===== config.mk =====
export PLATFORM = sky130hd
export DESIGN_NAME = cds_serdes
export DESIGN_NICKNAME = d
export VERILOG_FILES = /design/src/rtl/cds_pkg.sv /design/src/rtl/cds_bit_pos.sv /design/src/rtl/cds_lane_shift.sv /design/src/rtl/cds_rd_path.sv /design/src/rtl/cds_wr_path.sv /design/src/rtl/cds_status.sv /design/src/rtl/cds_serdes.sv
export SDC_FILE = /design/constraint.sdc
export NUM_CORES = 1
export LEC_CHECK = 0
export ABC_AREA = 1
export BUFFER_PORTS_ARGS = -buffer_cell sky130_fd_sc_hd__buf_2
export CAP_MARGIN = 40
export CORE_UTILIZATION = 44
export DETAILED_ROUTE_END_ITERATION = 16
export SYNTH_ARGS = -nofsm -noshare
export SYNTH_HDL_FRONTEND = slang
export SYNTH_SLANG_ARGS = --single-unit

===== constraint.sdc =====
create_clock -name clk -period 3.1 [get_ports clk]
set_clock_uncertainty 0.2 [all_clocks]
set_input_delay 0.155 -clock clk [delete_from_list [all_inputs] [get_ports clk]]
set_output_delay 0.155 -clock clk [all_outputs]
set_load 0.01 [all_outputs]

===== src/rtl/cds_pkg.sv =====
`timescale 1ns/1ps
// Package: shared lane indices and shifter direction selector for the
// paired clock/data serializer-deserializer.
package cds_pkg;
    localparam int LANES = 2;
    localparam int LANE_CLK = 0;
    localparam int LANE_DAT = 1;

    typedef enum logic {
        SHIFT_IN  = 1'b0,
        SHIFT_OUT = 1'b1
    } shift_dir_e;
endpackage


===== src/rtl/cds_bit_pos.sv =====
`timescale 1ns/1ps
// Module: cds_bit_pos
// Counts bit cells within a byte. Position 0 is the first cell of a byte.
// Assumes: stb is a single-cycle pulse; run low forces the byte start.
module cds_bit_pos #(
    parameter int BYTE_W = 8,
    localparam int CNT_W = $clog2(BYTE_W)
) (
    input  logic             clk,
    input  logic             rst_n,
    input  logic             run,
    input  logic             stb,
    output logic [CNT_W-1:0] pos
);
    localparam logic [CNT_W-1:0] LAST = CNT_W'(BYTE_W - 1);

    // Advance the position on each strobe, wrapping after the last cell.
    always_ff @(posedge clk) begin
        if (!rst_n || !run) begin
            pos <= '0;
        end else if (stb) begin
            pos <= (pos == LAST) ? '0 : pos + 1'b1;
        end
    end
endmodule


===== src/rtl/cds_lane_shift.sv =====
`timescale 1ns/1ps
// Module: cds_lane_shift
// One lane shifter, MSB first. DIR selects assembly (serial in, parallel out)
// or emission (parallel load, serial out).
// Assumes: BYTE_W >= 2; clr has priority over load and shift.
module cds_lane_shift
    import cds_pkg::*;
#(
    parameter int         BYTE_W = 8,
    parameter shift_dir_e DIR    = SHIFT_IN
) (
    input  logic              clk,
    input  logic              rst_n,
    input  logic              clr,
    input  logic              shift,
    input  logic              load,
    input  logic [BYTE_W-1:0] load_val,
    input  logic              ser_in,
    output logic [BYTE_W-1:0] par_out,
    output logic              ser_out
);
    logic [BYTE_W-1:0] sr;

    generate
        if (DIR == SHIFT_IN) begin : g_in
            // Assemble bits arriving MSB first.
            always_ff @(posedge clk) begin
                if (!rst_n || clr) begin
                    sr <= '0;
                end else if (shift) begin
                    sr <= {sr[BYTE_W-2:0], ser_in};
                end
            end
            // Present the byte including the bit arriving this cycle.
            assign par_out = {sr[BYTE_W-2:0], ser_in};
            assign ser_out = 1'b0;
            logic unused_in;
            assign unused_in = ^{load, load_val, sr[BYTE_W-1]};
        end else begin : g_out
            // Load a byte, then move it toward the MSB one cell at a time.
            always_ff @(posedge clk) begin
                if (!rst_n || clr) begin
                    sr <= '0;
                end else if (load) begin
                    sr <= load_val;
                end else if (shift) begin
                    sr <= {sr[BYTE_W-2:0], 1'b0};
                end
            end
            assign ser_out = sr[BYTE_W-1];
            assign par_out = sr;
            logic unused_out;
            assign unused_out = ser_in;
        end
    endgenerate
endmodule


===== src/rtl/cds_rd_path.sv =====
`timescale 1ns/1ps
// Module: cds_rd_path
// Read side: assembles both lanes, keeps one holding pair with a per-lane
// collected flag, and reports late collection.
// Assumes: take strobes are single-cycle; takes of a collected byte are harmless.
module cds_rd_path
    import cds_pkg::*;
#(
    parameter int BYTE_W = 8
) (
    input  logic              clk,
    input  logic              rst_n,
    input  logic              bit_stb,
    input  logic              rd_en,
    input  logic [LANES-1:0]  ser_bits,
    input  logic [LANES-1:0]  take,
    output logic [BYTE_W-1:0] hold_clk,
    output logic [BYTE_W-1:0] hold_dat,
    output logic              ready,
    output logic              overrun_ev
);
    localparam int CNT_W = $clog2(BYTE_W);
    localparam logic [CNT_W-1:0] LAST = CNT_W'(BYTE_W - 1);

    logic [CNT_W-1:0]  pos;
    logic              step;
    logic              byte_done;
    logic [LANES-1:0]  unread;
    logic [LANES-1:0]  late;
    logic [BYTE_W-1:0] asm_byte [LANES];
    logic [BYTE_W-1:0] hold     [LANES];

    assign step      = rd_en && bit_stb;
    assign byte_done = step && (pos == LAST);

    cds_bit_pos #(.BYTE_W(BYTE_W)) u_pos (
        .clk   (clk),
        .rst_n (rst_n),
        .run   (rd_en),
        .stb   (bit_stb),
        .pos   (pos)
    );

    generate
        for (genvar l = 0; l < LANES; l++) begin : g_lane
            logic lane_ser_unused;

            cds_lane_shift #(.BYTE_W(BYTE_W), .DIR(SHIFT_IN)) u_sh (
                .clk      (clk),
                .rst_n    (rst_n),
                .clr      (!rd_en),
                .shift    (step),
                .load     (1'b0),
                .load_val ('0),
                .ser_in   (ser_bits[l]),
                .par_out  (asm_byte[l]),
                .ser_out  (lane_ser_unused)
            );

            // Capture the completed byte into this lane's holding register.
            always_ff @(posedge clk) begin
                if (!rst_n) begin
                    hold[l] <= '0;
                end else if (byte_done) begin
                    hold[l] <= asm_byte[l];
                end
            end

            // Track whether the processor still owes a take for this lane.
            always_ff @(posedge clk) begin
                if (!rst_n) begin
                    unread[l] <= 1'b0;
                end else if (byte_done) begin
                    unread[l] <= 1'b1;
                end else if (take[l]) begin
                    unread[l] <= 1'b0;
                end
            end

            // A lane is late if its old byte is neither taken before nor now.
            assign late[l] = unread[l] && !take[l];
        end
    endgenerate

    assign hold_clk   = hold[LANE_CLK];
    assign hold_dat   = hold[LANE_DAT];
    assign ready      = |unread;
    assign overrun_ev = byte_done && (|late);
endmodule


===== src/rtl/cds_wr_path.sv =====
`timescale 1ns/1ps
// Module: cds_wr_path
// Write side: one holding pair with per-lane full flags, transfer at each
// byte start, MSB-first emission on both lanes, underrun on an empty start.
// Assumes: a load of an already full lane overwrites it without error.
module cds_wr_path
    import cds_pkg::*;
#(
    parameter int BYTE_W = 8
) (
    input  logic              clk,
    input  logic              rst_n,
    input  logic              bit_stb,
    input  logic              wr_en,
    input  logic [LANES-1:0]  load,
    input  logic [BYTE_W-1:0] byte_clk,
    input  logic [BYTE_W-1:0] byte_dat,
    output logic              need,
    output logic [LANES-1:0]  ser_bits,
    output logic              underrun_ev
);
    localparam int CNT_W = $clog2(BYTE_W);

    logic [CNT_W-1:0]  pos;
    logic              step;
    logic              start;
    logic              pair_full;
    logic [LANES-1:0]  full;
    logic [BYTE_W-1:0] in_byte [LANES];
    logic [BYTE_W-1:0] hold    [LANES];

    assign step      = wr_en && bit_stb;
    assign start     = step && (pos == '0);
    assign pair_full = &full;
    assign in_byte[LANE_CLK] = byte_clk;
    assign in_byte[LANE_DAT] = byte_dat;

    cds_bit_pos #(.BYTE_W(BYTE_W)) u_pos (
        .clk   (clk),
        .rst_n (rst_n),
        .run   (wr_en),
        .stb   (bit_stb),
        .pos   (pos)
    );

    generate
        for (genvar l = 0; l < LANES; l++) begin : g_lane
            logic [BYTE_W-1:0] lane_par_unused;

            // Accept a processor byte into this lane's holding register.
            always_ff @(posedge clk) begin
                if (!rst_n) begin
                    hold[l] <= '0;
                end else if (load[l]) begin
                    hold[l] <= in_byte[l];
                end
            end

            // Full flag: emptied by a transfer, refilled by a later or same-cycle load.
            always_ff @(posedge clk) begin
                if (!rst_n) begin
                    full[l] <= 1'b0;
                end else begin
                    if (start && pair_full) begin
                        full[l] <= 1'b0;
                    end
                    if (load[l]) begin
                        full[l] <= 1'b1;
                    end
                end
            end

            cds_lane_shift #(.BYTE_W(BYTE_W), .DIR(SHIFT_OUT)) u_sh (
                .clk      (clk),
                .rst_n    (rst_n),
                .clr      (!wr_en),
                .shift    (step && !start),
                .load     (start),
                .load_val (pair_full ? hold[l] : '0),
                .ser_in   (1'b0),
                .par_out  (lane_par_unused),
                .ser_out  (ser_bits[l])
            );
        end
    endgenerate

    assign need        = !pair_full;
    assign underrun_ev = start && !pair_full;
endmodule


===== src/rtl/cds_status.sv =====
`timescale 1ns/1ps
// Module: cds_status
// Sticky late-service flag. Set by any event, cleared by a strobe;
// an event on the clearing cycle wins.
module cds_status (
    input  logic clk,
    input  logic rst_n,
    input  logic set_rd,
    input  logic set_wr,
    input  logic clr,
    output logic flag
);
    // Hold the flag until cleared; a simultaneous event keeps it set.
    always_ff @(posedge clk) begin
        if (!rst_n) begin
            flag <= 1'b0;
        end else if (set_rd || set_wr) begin
            flag <= 1'b1;
        end else if (clr) begin
            flag <= 1'b0;
        end
    end
endmodule


===== src/rtl/cds_serdes.sv =====
`timescale 1ns/1ps
// Module: cds_serdes (top)
// Paired clock/data serializer-deserializer between separated disc bit
// streams and a byte-wide processor port, with a shared overrun status.
// Assumes: bit_stb marks one bit cell per pulse for whichever path is enabled.
module cds_serdes
    import cds_pkg::*;
#(
    parameter int BYTE_W = 8
) (
    input  logic              clk,
    input  logic              rst_n,
    input  logic              bit_stb,
    input  logic              rd_en,
    input  logic              rd_clk_bit,
    input  logic              rd_dat_bit,
    input  logic              rd_take_clk,
    input  logic              rd_take_dat,
    output logic [BYTE_W-1:0] rd_clk_byte,
    output logic [BYTE_W-1:0] rd_dat_byte,
    output logic              rd_ready,
    input  logic              wr_en,
    input  logic              wr_load_clk,
    input  logic              wr_load_dat,
    input  logic [BYTE_W-1:0] wr_clk_byte,
    input  logic [BYTE_W-1:0] wr_dat_byte,
    output logic              wr_need,
    output logic              wr_clk_bit,
    output logic              wr_dat_bit,
    input  logic              sts_clr,
    output logic              sts_overrun
);
    logic [LANES-1:0] rd_ser;
    logic [LANES-1:0] rd_take;
    logic [LANES-1:0] wr_load;
    logic [LANES-1:0] wr_ser;
    logic             rd_ovr_ev;
    logic             wr_und_ev;

    assign rd_ser[LANE_CLK]  = rd_clk_bit;
    assign rd_ser[LANE_DAT]  = rd_dat_bit;
    assign rd_take[LANE_CLK] = rd_take_clk;
    assign rd_take[LANE_DAT] = rd_take_dat;
    assign wr_load[LANE_CLK] = wr_load_clk;
    assign wr_load[LANE_DAT] = wr_load_dat;
    assign wr_clk_bit        = wr_ser[LANE_CLK];
    assign wr_dat_bit        = wr_ser[LANE_DAT];

    cds_rd_path #(.BYTE_W(BYTE_W)) u_rd (
        .clk        (clk),
        .rst_n      (rst_n),
        .bit_stb    (bit_stb),
        .rd_en      (rd_en),
        .ser_bits   (rd_ser),
        .take       (rd_take),
        .hold_clk   (rd_clk_byte),
        .hold_dat   (rd_dat_byte),
        .ready      (rd_ready),
        .overrun_ev (rd_ovr_ev)
    );

    cds_wr_path #(.BYTE_W(BYTE_W)) u_wr (
        .clk         (clk),
        .rst_n       (rst_n),
        .bit_stb     (bit_stb),
        .wr_en       (wr_en),
        .load        (wr_load),
        .byte_clk    (wr_clk_byte),
        .byte_dat    (wr_dat_byte),
        .need        (wr_need),
        .ser_bits    (wr_ser),
        .underrun_ev (wr_und_ev)
    );

    cds_status u_sts (
        .clk    (clk),
        .rst_n  (rst_n),
        .set_rd (rd_ovr_ev),
        .set_wr (wr_und_ev),
        .clr    (sts_clr),
        .flag   (sts_overrun)
    );
endmodule


==> After elaboration in Yosys (flattened, before gate mapping) <==
Memory sizes are Yosys's and may differ from the RTL's.
Index checks and enable logic that the tools add are counted.
{ "totals": {"ff_bits": 41, "ram_bits": 32, "in_bits": 28, "output_inout_bits": 21, "elab_cells": 82, "memories": 2} }
{ "op_classes": {"addsub": 2, "eq_ne": 2, "n_mux": 31, "n_bitwise": 4, "n_reduce_logical": 30} }
{ "memory_table": {"columns": ["memory", "words", "width", "rd", "rd_ports_with_merged_regs", "wr", "line_no", "text"], "rows": [
  ["u_rd.hold", 2, 8, 2, 0, 2, "cds_rd_path.sv:31", "logic [BYTE_W-1:0] hold [LANES];"],
  ["u_wr.hold", 2, 8, 2, 0, 2, "cds_wr_path.sv:30", "logic [BYTE_W-1:0] hold [LANES];"]
]} }
{ "ops": {"columns": ["op", "n"], "rows": [
  ["8-bit 2-to-1 mux", 10],
  ["1-bit 2-to-1 mux", 19],
  ["2-bit nonzero test", 6],
  ["1-bit logical AND", 10],
  ["1-bit zero test", 7],
  ["3-bit by 1-bit adder with 3-bit output, second input constant", 2],
  ["3-bit == test, second input constant", 2],
  ["3-bit 2-to-1 mux", 2],
  ["1-bit OR", 4],
  ["2-bit OR reduction", 2],
  ["3-bit zero test", 1],
  ["1-bit logical OR", 3],
  ["2-bit AND reduction", 1]
]} }

==> Logic depth before layout (Yosys ltp) <==
Gate-level depths: netlist (run 1).
{ "logic_depth": {"ltp_word": 6, "depth_mapped": 8, "depth_no_buf": 8} }

==> Modules after synthesis <==
From an unflattened synthesis (run 1), not the netlist that was laid out.
{ "hier_totals": {"hier_cells": 423, "area_unflattened_um2": 3459.6} }
{ "modules_own_cells": {"columns": ["mod", "instances", "cells_per_inst", "area_each_um2", "seq_area_each_um2"], "rows": [
  ["cds_wr_path", 1, 111, 902.1, 520.5],
  ["cds_lane_shift at u_wr.g_lane[0].u_sh ...", 2, 63, 430.4, 160.2],
  ["cds_rd_path", 1, 74, 840.8, 520.5],
  ["cds_lane_shift at u_rd.g_lane[0].u_sh ...", 2, 35, 269.0, 140.1],
  ["cds_bit_pos", 2, 18, 138.9, 60.1],
  ["cds_status", 1, 6, 40.0, 20.0]
]} }

==> Worst setup path after synthesis (run 1) <==
No wires, ideal clock.
{ "synth_path": {"path_type": "register -> register", "start": "register u_rd.u_pos.pos[0]", "end": "memory u_rd.hold[0][0] (enable)", "setup_time_ps": 411, "arrival_time_ps": 1852, "setup_slack_ps": 637, "path_stages_with_launch": 5, "period_less_slack_ps": 2463, "path_cell_list": "dfxtp_1 ha_1 ha_1 inv_1 o21ai_0"} }
{ "synth_rtl": {"columns": ["item", "line_no", "text"], "rows": [
  ["start: declaration", "cds_bit_pos.sv:13", "output logic [CNT_W-1:0] pos"],
  ["start signal: assignment", "cds_bit_pos.sv:22", "pos <= (pos == LAST) ? '0 : pos + 1'b1;"],
  ["end: declaration", "cds_rd_path.sv:31", null]
]} }

==> results of run 1 <==
==> Yosys cell counts, types with 2 or more instances <==
library cell and count:
nor2_1 58, nand2_1 27, inv_1 54, inv_2 2
a21oi_1 36, o21ai_0 17, buf_6 5, buf_4 2
ha_1 5, o21ai_1 2, dfxtp_1 41, buf_2 3
or2_2 3, nand2_2 6, nand3_1 10, edfxtp_1 32
a211oi_1 15
==> cells by family (layout without fill, tap and decap cells) <==
kind of cell    after synthesis  in the layout
simple gates                108            108
flops                        73             73
compound gates               70             70
buf+inv                      69            144
fa+ha+maj                     5              5
==> per-layer routing <==
layer	vias to the layer above	wire, um
met3	6	206
met4	0	83
li1	1192	-
met5	-	0
met1	956	3045
met2	46	2296
==> critical path, delay by kind of cell (launching register included) <==
family	cells	cell delay (ns)
and+or+nand+nor	3	0.45
DFF	1	0.33
buffers and inverters	1	0.11
adders and majority gates	2	0.37
==> through the flow <==
step	setup WS, ns	instance area [sq um]	hold WS, ns
floorplan	0.6371	3038	0.1309
global placement	1.354	3254	0.2359
finish	1.387	3742	0.01402
global route	1.290	3742	0.06234
detailed placement	1.355	3254	0.2499
CTS	1.378	3742	0.002060
==> sequential cells by signal (all words and copies together), names as in the netlist <==
register and count:
u_sts.flag 1, u_rd.g_lane.u_sh.sr 14, u_wr.hold 16, u_rd.unread 2, u_wr.u_pos.pos 3, u_rd.u_pos.pos 3, u_rd.hold 16, u_wr.g_lane.u_sh.par_out 16
u_wr.full 2
==> worst paths after layout <==
kind / startpoint / end / cells past startpoint / slack [ns]
worst max-delay path: u_rd.u_pos.pos[0] / u_rd.hold[0][3] / 6 / 1.39
worst min-delay path: wr_load_dat / u_wr.full[1] / 3 / 0.01
worst max register to register: u_rd.u_pos.pos[0] / u_rd.hold[0][3] / 6 / 1.39
worst min register to register: u_rd.g_lane[1].u_sh.sr[6] / u_rd.g_lane[1].u_sh.sr[6] / 2 / 0.27
==> power by group <==
group | total (mW) | leakage [nW] | internal [mW] | switching [mW]
clock network | 0.951 | 0.130 | 0.614 | 0.337
logic | 0.170 | 0.862 | 0.0686 | 0.101
registers | 1.07 | 0.673 | 1.05 | 0.0171
==> layout make-up <==
type / count / area [sq um] / area share [%]
clock buffers: 10 / 127.6 / 3.410
well taps: 77 / 96.34 / 2.574
repair buffers: 72 / 478.0 / 12.77
inverters: 56 / 210.2 / 5.617
clock inverters: 6 / 130.1 / 3.477
multi-input cells: 183 / 918.4 / 24.54
flip-flops and latches: 73 / 1782 / 47.61
==> what timing repair did <==
item	CTS	global route
hold endpoints to repair	27	0
buffers inserted	0	0
setup endpoints to repair	0	0
hold buffers	23	0
==> impl_metrics.tcl, run 1 <==
set metrics [dict create \
    synth_fp_nets 358 \
    commonest_cells_after_routing_fill_and_taps_aside "58 x nor2_1, 54 x inv_1, 48 x buf_2" \
    path_clk_slew_ns 0.08 \
    grt_setup_unrepaired "no" \
    post_synthesis_average_cell_area_sq_um 9.347 \
    critical_path.most_common_cell "ha_1" \
    grt_first_pass_wirelength_um 9556 \
    fin_crit_ns 1.713 \
    holdCritPathClass "input port to flip-flop" \
    crit_path_dat_ns 1.59 \
    row_count 29 \
    detail_route.wirelength_um 5632 \
    post_synth_fa_ha_maj_area_fraction_pct 2.059 \
    synth_seq_cells 73 \
    floorplan.die.height_um 85.09 \
    timing.setup.tns_ns 0 \
    clock_sink_count 73 \
    syn_inst 325 \
    worst_setup_path_start_kind "flip-flop" \
    antenna-diode-count 0 \
    synth_compound_area_share_pct 12.77 \
    globalRouteMet1Util_pct 25.60 \
    layout-drive-gt1-share_pct 19.50 \
    ys_warn_count 0 \
    starting_density_of_the_core_pct 46.77 \
    power_total_mw 2.187 \
    global_route.peak_usage_layer "met1" \
    routed_wire_length_per_instance_um 11.81 \
    netlist_cell_types 24 \
    mostFrequentLayoutCell "nor2_1" \
    critPathCaptureType "flip-flop" \
    drc 0 \
    dp_cells 438 \
    top_level_ports 49 \
    synth_ff_type "dfxtp_1" \
    peakVddDrop_v 0.0002723 \
    hpwl_um 3618 \
    worst-setup-path-type "flip-flop to flip-flop" \
    clock.fmax_mhz 583.7 \
    fp.dieArea_sq_um 7240 \
    synthMuxAreaShare_pct 0 \
    number_of_enable_flip_flop_cells_after_synthesis 32 \
    timing.final.setup_violations 0 \
    grt_start_max_net_pins 23 \
    synth_top_family_by_area "simple AND/OR/NAND/NOR gates" \
    postLayoutCoreUtil_pct 57.62 \
    cts-buffers-inserted 9 \
    combined_global_route_utilization_of_all_metal_layers_pct 17.09 \
    crit_path_max_incr_delay_ns 0.33 \
    clock_latency_ns 0.33 \
    final_cell_count_no_fill 477 \
    portBuffers 48 \
    final_max_slew_viol_count 0 \
    worstPathRequired_ns 2.98 \
    crit_chain "ha_1 > ha_1 > inv_1 > nor2_2 > nand2_2 > nor2_1" \
    cts_tree "built" \
    finalNetCount 428 \
    grt_util_met2_pct 22.87 \
    cpMaxStageDelayCell "dfxtp_1" \
    synth_largest_area_cell "edfxtp_1" \
    remaining_global_route_overflow 0 \
    vias_in_the_first_global_route 2053 \
    synth_xor_xnor_area_share_pct 0 \
    postRouteAntennaNets 0 \
    syn-cell-area_sq_um 3038 \
    critPathMaxFanout 18 \
    synth-async-reset-ratio_pct 0 \
    via_per_inst 4.612 \
    fillers 587 \
    fin_crit_sh_pct 55.26 \
    synthSimpleGateAreaFrac_pct 15.40 \
    detailed_routing_iteration_count_for_the_pre_antenna_repair_pass 4 \
    ys_top_cells_by_area "edfxtp_1 32%, dfxtp_1 27%, nor2_1 7.2%, inv_1 6.7%, a21oi_1 5.9%" \
    status "finished, final reports clean" \
    areaGrowthSynthToFinish_pct 23.19 \
    yosysSeqAreaShare_pct 58.65 \
    route.vias.total 2200 \
    drv_cap 0 \
    antenna_found_initial 0 \
    synth_top_area_share_pct 31.63 \
    cts-resized-gates 0 \
    cts.htree.levels 3 \
    clockRootBuffer "clkbuf_8" \
    gp_congestion 0.6893 \
    leakagePower_nw 1.666 \
    powerDensity_nw_per_um2 584.4 \
    timing.max_slew.rel_slack_pct 58.47 \
    report.final.hold_viol_count 0 \
    grt.met3_usage_pct 3.599 \
    core_area_sq_um 6495 \
    drt_first_iter_violations 97 \
    timing_worst_slew_pin_value_ns 0.6214 \
    cts.path.max_buffers 2 \
    floorplan.die.width_um 85.09 \
]
No activity file was read; power rests on OpenSTA's default activity.
==> run 2: changes to the inputs <==
ABC_AREA = 0   (was 1)
clock period = 1.7 ns   (was 3.1 ns; I/O delays follow)
==> impl_metrics.tcl, run 2 <==
set metrics [dict create \
    path_clk_slew_ns 0.08 \
    core_area_sq_um 6386 \
    mostFrequentLayoutCell "buf_2" \
    drt_first_iter_violations 91 \
    antenna-diode-count 0 \
    report.final.hold_viol_count 0 \
    top_level_ports 49 \
    power.share.combinational_pct 9.1 \
    post-cts-setup-buffers 0 \
    cts-buffers-inserted 9 \
    crit_chain "dlygate4sd3_1 > buf_2 > and3_1 > dlygate4sd3_1" \
    finalNetCount 376 \
    layout-drive-gt1-share_pct 27.01 \
    syn-cell-area_sq_um 2935 \
    power_total_mw 3.644 \
    share_clk_of_total_power_pct 37.7 \
    post-route-worst-setup-slack_ns 0.06103 \
    timing.final.setup_violations 0 \
    commonest_cells_after_routing_fill_and_taps_aside "48 x buf_2, 41 x dlygate4sd3_1, 40 x dfxtp_1" \
    critical_path.most_common_cell "dlygate4sd3_1" \
    worst_setup_path_start_kind "input port" \
    dp_worst_setup_slack_ns 0.04128 \
    netlist_cell_types 32 \
    sw_frac_of_total_pct 23.40 \
    status "finished, final reports clean" \
    synth_seq_cells 73 \
    synth_top_area_share_pct 32.74 \
    remaining_global_route_overflow 0 \
    cts.htree.levels 3 \
    synth-async-reset-ratio_pct 0 \
    critPathMaxFanout 10 \
    hpwl_um 3419 \
    postRouteAntennaNets 0 \
    areaGrowthSynthToFinish_pct 34.31 \
    number_of_enable_flip_flop_cells_after_synthesis 32 \
    holdCritPathClass "input port to flip-flop" \
    fp.dieArea_sq_um 7002 \
    synth_largest_area_cell "edfxtp_1" \
    commonest_cells_post_synth "41 x dfxtp_1, 35 x nor2_1, 32 x edfxtp_1, 18 x mux2i_1" \
    starting_density_of_the_core_pct 45.96 \
    detailed_routing_iteration_count_for_the_pre_antenna_repair_pass 4 \
    cts_tree "built" \
    crit_path_max_incr_delay_ns 0.56 \
    crit_path_dat_ns 1.52 \
    worstPathRequired_ns 1.59 \
    gp_congestion 0.7280 \
    critPathCaptureType "flip-flop" \
    via_per_inst 4.965 \
    clock_latency_ns 0.34 \
    fin_crit_sh_pct 96.41 \
    floorplan.die.width_um 83.68 \
    cpMaxStageDelayCell "dlygate4sd3_1" \
    drc 0 \
    timing.max_slew.rel_slack_pct 72.57 \
    synth_ff_type "dfxtp_1" \
    yosys.cell_count.top_type "dfxtp_1" \
    syn_inst 246 \
    powerDensity_nw_per_um2 924.3 \
    worst-setup-path-type "input port to flip-flop" \
    routed_wire_length_per_instance_um 13.48 \
    ys_warn_count 0 \
    clock.fmax_mhz 610.1 \
    clockRootBuffer "clkbuf_8" \
    fin_crit_ns 1.639 \
    floorplan.die.height_um 83.68 \
    cts.path.max_buffers 2 \
    combined_global_route_utilization_of_all_metal_layers_pct 17.97 \
    yosysSeqAreaShare_pct 60.70 \
    clock_sink_count 73 \
    detail_route.wirelength_um 5727 \
    peakVddDrop_v 0.0006028 \
    ys_top_cells_by_area "edfxtp_1 33%, dfxtp_1 28%, mux2i_1 6.1%, a221oi_2 4.6%, nor2_1 4.5%" \
    grt_first_pass_wirelength_um 9929 \
    p_switching_mw 0.8526 \
    row_count 29 \
    timing.setup.tns_ns 0 \
    synth_fp_nets 279 \
    route.vias.total 2110 \
    leakagePower_nw 1.759 \
    timing_worst_slew_pin_value_ns 0.4115 \
    final_max_slew_viol_count 0 \
    seq_power_share_pct 53.2 \
    vias_in_the_first_global_route 2126 \
    grt_setup_unrepaired "yes" \
    power.internal_mw 2.792 \
    grt_start_max_net_pins 27 \
    portBuffers 48 \
    drv_cap 0 \
    antenna_found_initial 0 \
    post_synthesis_average_cell_area_sq_um 11.93 \
]
[run 2: cell types whose count changed after synthesis, moves of 16 or more]
cell     previous run  this run
mux2i_1             0        18
nor2_1             58        35
a21oi_1            36         5
nand2_1            27         9
inv_1              54         5
and2_1              0        16
and3_1              0        16
[run 2: worst max-delay path: cells and delay by family]
family	cells	cell delay [ns]
buf+inv	3	1.29
simple gates	1	0.15
[run 2: cells by family (layout without fill, tap and decap cells)]
family,Yosys count,count (layout),share of synthesized area [%]
AND/OR/NAND/NOR,104,104,18.12
flip-flops,73,73,60.70
AO/OA/AOI/OAI,26,26,8.525
buffers and inverters,20,122,4.390
multiplexers,18,18,6.138
adder cells (fa/ha/maj),5,5,2.131
[run 2: what timing repair did]
| item | 4_1_cts | 5_1_grt |
|---|---|---|
| gates cloned | 0 | 0 |
| hold endpoints to repair | 25 | 0 |
| hold buffers | 41 | 0 |
| resized for setup | 1 | 5 |
| setup endpoints to repair | 1 | 3 |
[run 2: final timing paths]
kind                                                      from                        endpoint  slack [ns]  cells past startpoint
worst min-delay path                                     wr_en               u_wr.u_pos.pos[2]        0.02                      4
worst max-delay path                               wr_load_dat                 u_wr.hold[1][3]        0.06                      4
worst min register to register  u_wr.g_lane[0].u_sh.par_out[0]  u_wr.g_lane[0].u_sh.par_out[0]        0.28                      2
worst max register to register               u_wr.u_pos.pos[0]  u_wr.g_lane[0].u_sh.par_out[6]        0.11                      6
[run 2: cell type report]
cell class,instances,area [sq um]
clock buffers,10,137.6
clock inverters,6,65.06
fillers,543,2444
inverters,5,18.77
multi-input cells,153,1064
flip-flops and latches,73,1783
well taps,77,96.34
repair buffers,101,778.2
[run 2: metrics by stage]
step	util (%)	cell area (sq um)	hold WS [ns]	cells
after floorplan	-	2938	0.03220	246
after global placement	51.55	3292	0.1458	368
after detailed placement	51.55	3292	0.1436	368
after CTS	61.17	3906	0.007771	425
after global routing	61.74	3943	0.04673	425
final	61.74	3943	0.02294	425
[run 2: power groups by stage]
stage,Clock (mW),Sequential [mW],Combinational (mW)
after global routing,1.48,1.95,0.364
after CTS,1.41,1.93,0.322
final,1.38,1.94,0.331
after global placement,0,1.97,0.253
after detailed placement,0,1.97,0.257
after floorplan,0,1.97,0.154
[run 2: per-layer routing]
| metal | vias up | GRT usage (%) | part of all wire (%) |
|---|---|---|---|
| li1 | 1076 | - | - |
| met1 | 966 | 22.34 | 45 |
| met2 | 58 | 30.45 | 50 |
| met3 | 10 | 3.660 | 3.4 |
| met4 | 0 | 7.396 | 1.7 |
| met5 | - | 0 | 0 |
==> run 3: changes to the inputs <==
REMOVE_ABC_BUFFERS = 1   (was not set)
==> impl_metrics.tcl, run 3 (same netlist as run 2, synthesis figures left out) <==
set metrics [dict create \
    status "finished, final reports clean" \
    worst_setup_path_start_kind "input port" \
    cts.htree.levels 3 \
    grt_setup_unrepaired "yes" \
    capture_instance_of_the_worst_register_to_register_path "u_rd.hold[1][7]" \
    powerDensity_nw_per_um2 962.4 \
    min_to "u_wr.u_pos.pos[2]" \
    drc 0 \
    crit_start "rst_n" \
    fin_crit_sh_pct 98.04 \
    routed_wire_length_per_instance_um 13.63 \
    share_clk_of_total_power_pct 39.5 \
    power.share.combinational_pct 8.6 \
    dp_worst_setup_slack_ns 0.07062 \
    detail_route.wirelength_um 5711 \
    timing_worst_slew_pin_value_ns 0.3600 \
    antenna_found_initial 0 \
    drv_cap 0 \
    clock_latency_ns 0.34 \
    combined_global_route_utilization_of_all_metal_layers_pct 18.06 \
    hpwl_um 3429 \
    postRouteAntennaNets 0 \
    cts-buffers-inserted 9 \
    grt_first_pass_wirelength_um 9701 \
    antenna-diode-count 0 \
    min_from "wr_en" \
    mostFrequentLayoutCell "buf_2" \
    grt.met3_usage_pct 4.550 \
    cts_tree "built" \
    fp.dieArea_sq_um 7002 \
    postLayoutCoreUtil_pct 60.62 \
    regToRegSetupSlack_ns 0.12 \
    timing.setup.tns_ns 0 \
    critPathCaptureType "flip-flop" \
    detailed_routing_iteration_count_for_the_pre_antenna_repair_pass 4 \
    areaGrowthSynthToFinish_pct 31.88 \
    final_max_slew_viol_count 0 \
    drt_first_iter_violations 138 \
    commonest_cells_after_routing_fill_and_taps_aside "46 x buf_2, 41 x dfxtp_1, 35 x nor2_1, 35 x dlygate4sd3_1, 32 x edfxtp_1" \
    sw_frac_of_total_pct 22.54 \
    peakVddDrop_v 0.0005171 \
    holdCritPathClass "input port to flip-flop" \
    floorplan.die.height_um 83.68 \
    timing.final.setup_violations 0 \
    report.final.hold_viol_count 0 \
    finalNetCount 370 \
    gp_congestion 0.6962 \
    remaining_global_route_overflow 0 \
    starting_density_of_the_core_pct 45.96 \
    timing.max_slew.rel_slack_pct 75.94 \
    critPathMaxFanout 16 \
    p_switching_mw 0.8398 \
    floorplan.die.width_um 83.68 \
    vias_in_the_first_global_route 2120 \
    row_count 29 \
    power.internal_mw 2.886 \
    fin_crit_ns 1.667 \
    post-cts-setup-buffers 0 \
    worst_hold_path.num_cells 4 \
    clock_sink_count 73 \
    global_route.peak_usage_layer "met2" \
    top_level_ports 49 \
    clock.fmax_mhz 600.0 \
    path_clk_slew_ns 0.07 \
    grt_start_max_net_pins 22 \
    core_area_sq_um 6386 \
    via_per_inst 5.007 \
    post-route-worst-setup-slack_ns 0.03333 \
    crit_path_dat_ns 1.55 \
    leakagePower_nw 1.722 \
    clockRootBuffer "clkbuf_8" \
    rr_startpoint "u_rd.u_pos.pos[0]" \
    grt_util_met2_pct 30.45 \
    seq_power_share_pct 51.8 \
    layout-drive-gt1-share_pct 27.49 \
    globalRouteMet1Util_pct 21.42 \
    portBuffers 48 \
    route.vias.total 2098 \
    worstPathRequired_ns 1.59 \
    cts.path.max_buffers 2 \
    worst-setup-path-type "input port to flip-flop" \
    worstRegToRegCells 5 \
]
-- run 3: changes by cell type in the layout (fill, tap and decap cells not counted), sizes merged --
cell         previous run  this run
dlygate4sd3            41        35
clkinv                  1         4
inv                     7         5
buf                    60        59
bufinv                  1         2
clkinvlp                2         1
-- run 3: worst max-delay path, cell delays in order --
cell and delay (ns):
dlygate4sd3_1 0.53, buf_4 0.19, and3_1 0.18, dlygate4sd3_1 0.56
-- run 3: worst max path at each step --
stage	end	cells past startpoint
final	u_wr.hold[0][1]	4
after global routing	u_rd.hold[1][7]	5
after CTS	u_wr.hold[0][3]	4
after detailed placement	u_rd.hold[1][7]	5
after global placement	u_rd.hold[1][7]	5
after floorplan	u_sts.flag	5
-- run 3: cell type report --
class | instances | area [sq um]
fillers | 527 | 2515
flip-flops and latches | 73 | 1782
multi-input cells | 153 | 1057
repair buffers | 95 | 698.2
clock buffers | 9 | 123.9
well taps | 77 | 96.34
clock inverters | 7 | 95.09
inverters | 5 | 18.77
-- run 3: routing by layer --
layer	routed length (um)	part of all wire [%]	vias up
li1	-	-	1063
met1	2620	46	980
met2	2795	49	46
met3	188	3.3	9
met4	106	1.9	0
met5	0	0	-
-- run 3: repair_timing --
action | 4_1_cts | 5_1_grt
gates resized for setup | 0 | 9
hold endpoints to repair | 29 | 0
hold buffers | 35 | 0
setup endpoints to repair | 0 | 32
-- run 3: per-stage QoR --
stage          hold slack (ns)  instances  power [mW]  area [sq um]
6_report               0.03144        419       3.726          3871
4_1_cts                0.02124        419       3.758          3834
2_1_floorplan          0.01291        231       2.088          2825
3_3_place_gp            0.1352        368       2.220          3264
3_5_place_dp            0.1457        368       2.224          3264
5_1_grt                0.06993        419       3.881          3871
-- run 3: power groups by stage --
stage	registers [mW]	logic (mW)	clock network, mW
final	1.93	0.322	1.47
after global routing	1.94	0.354	1.59
after CTS	1.93	0.313	1.52
after detailed placement	1.97	0.254	0
after global placement	1.97	0.252	0
after floorplan	1.97	0.115	0
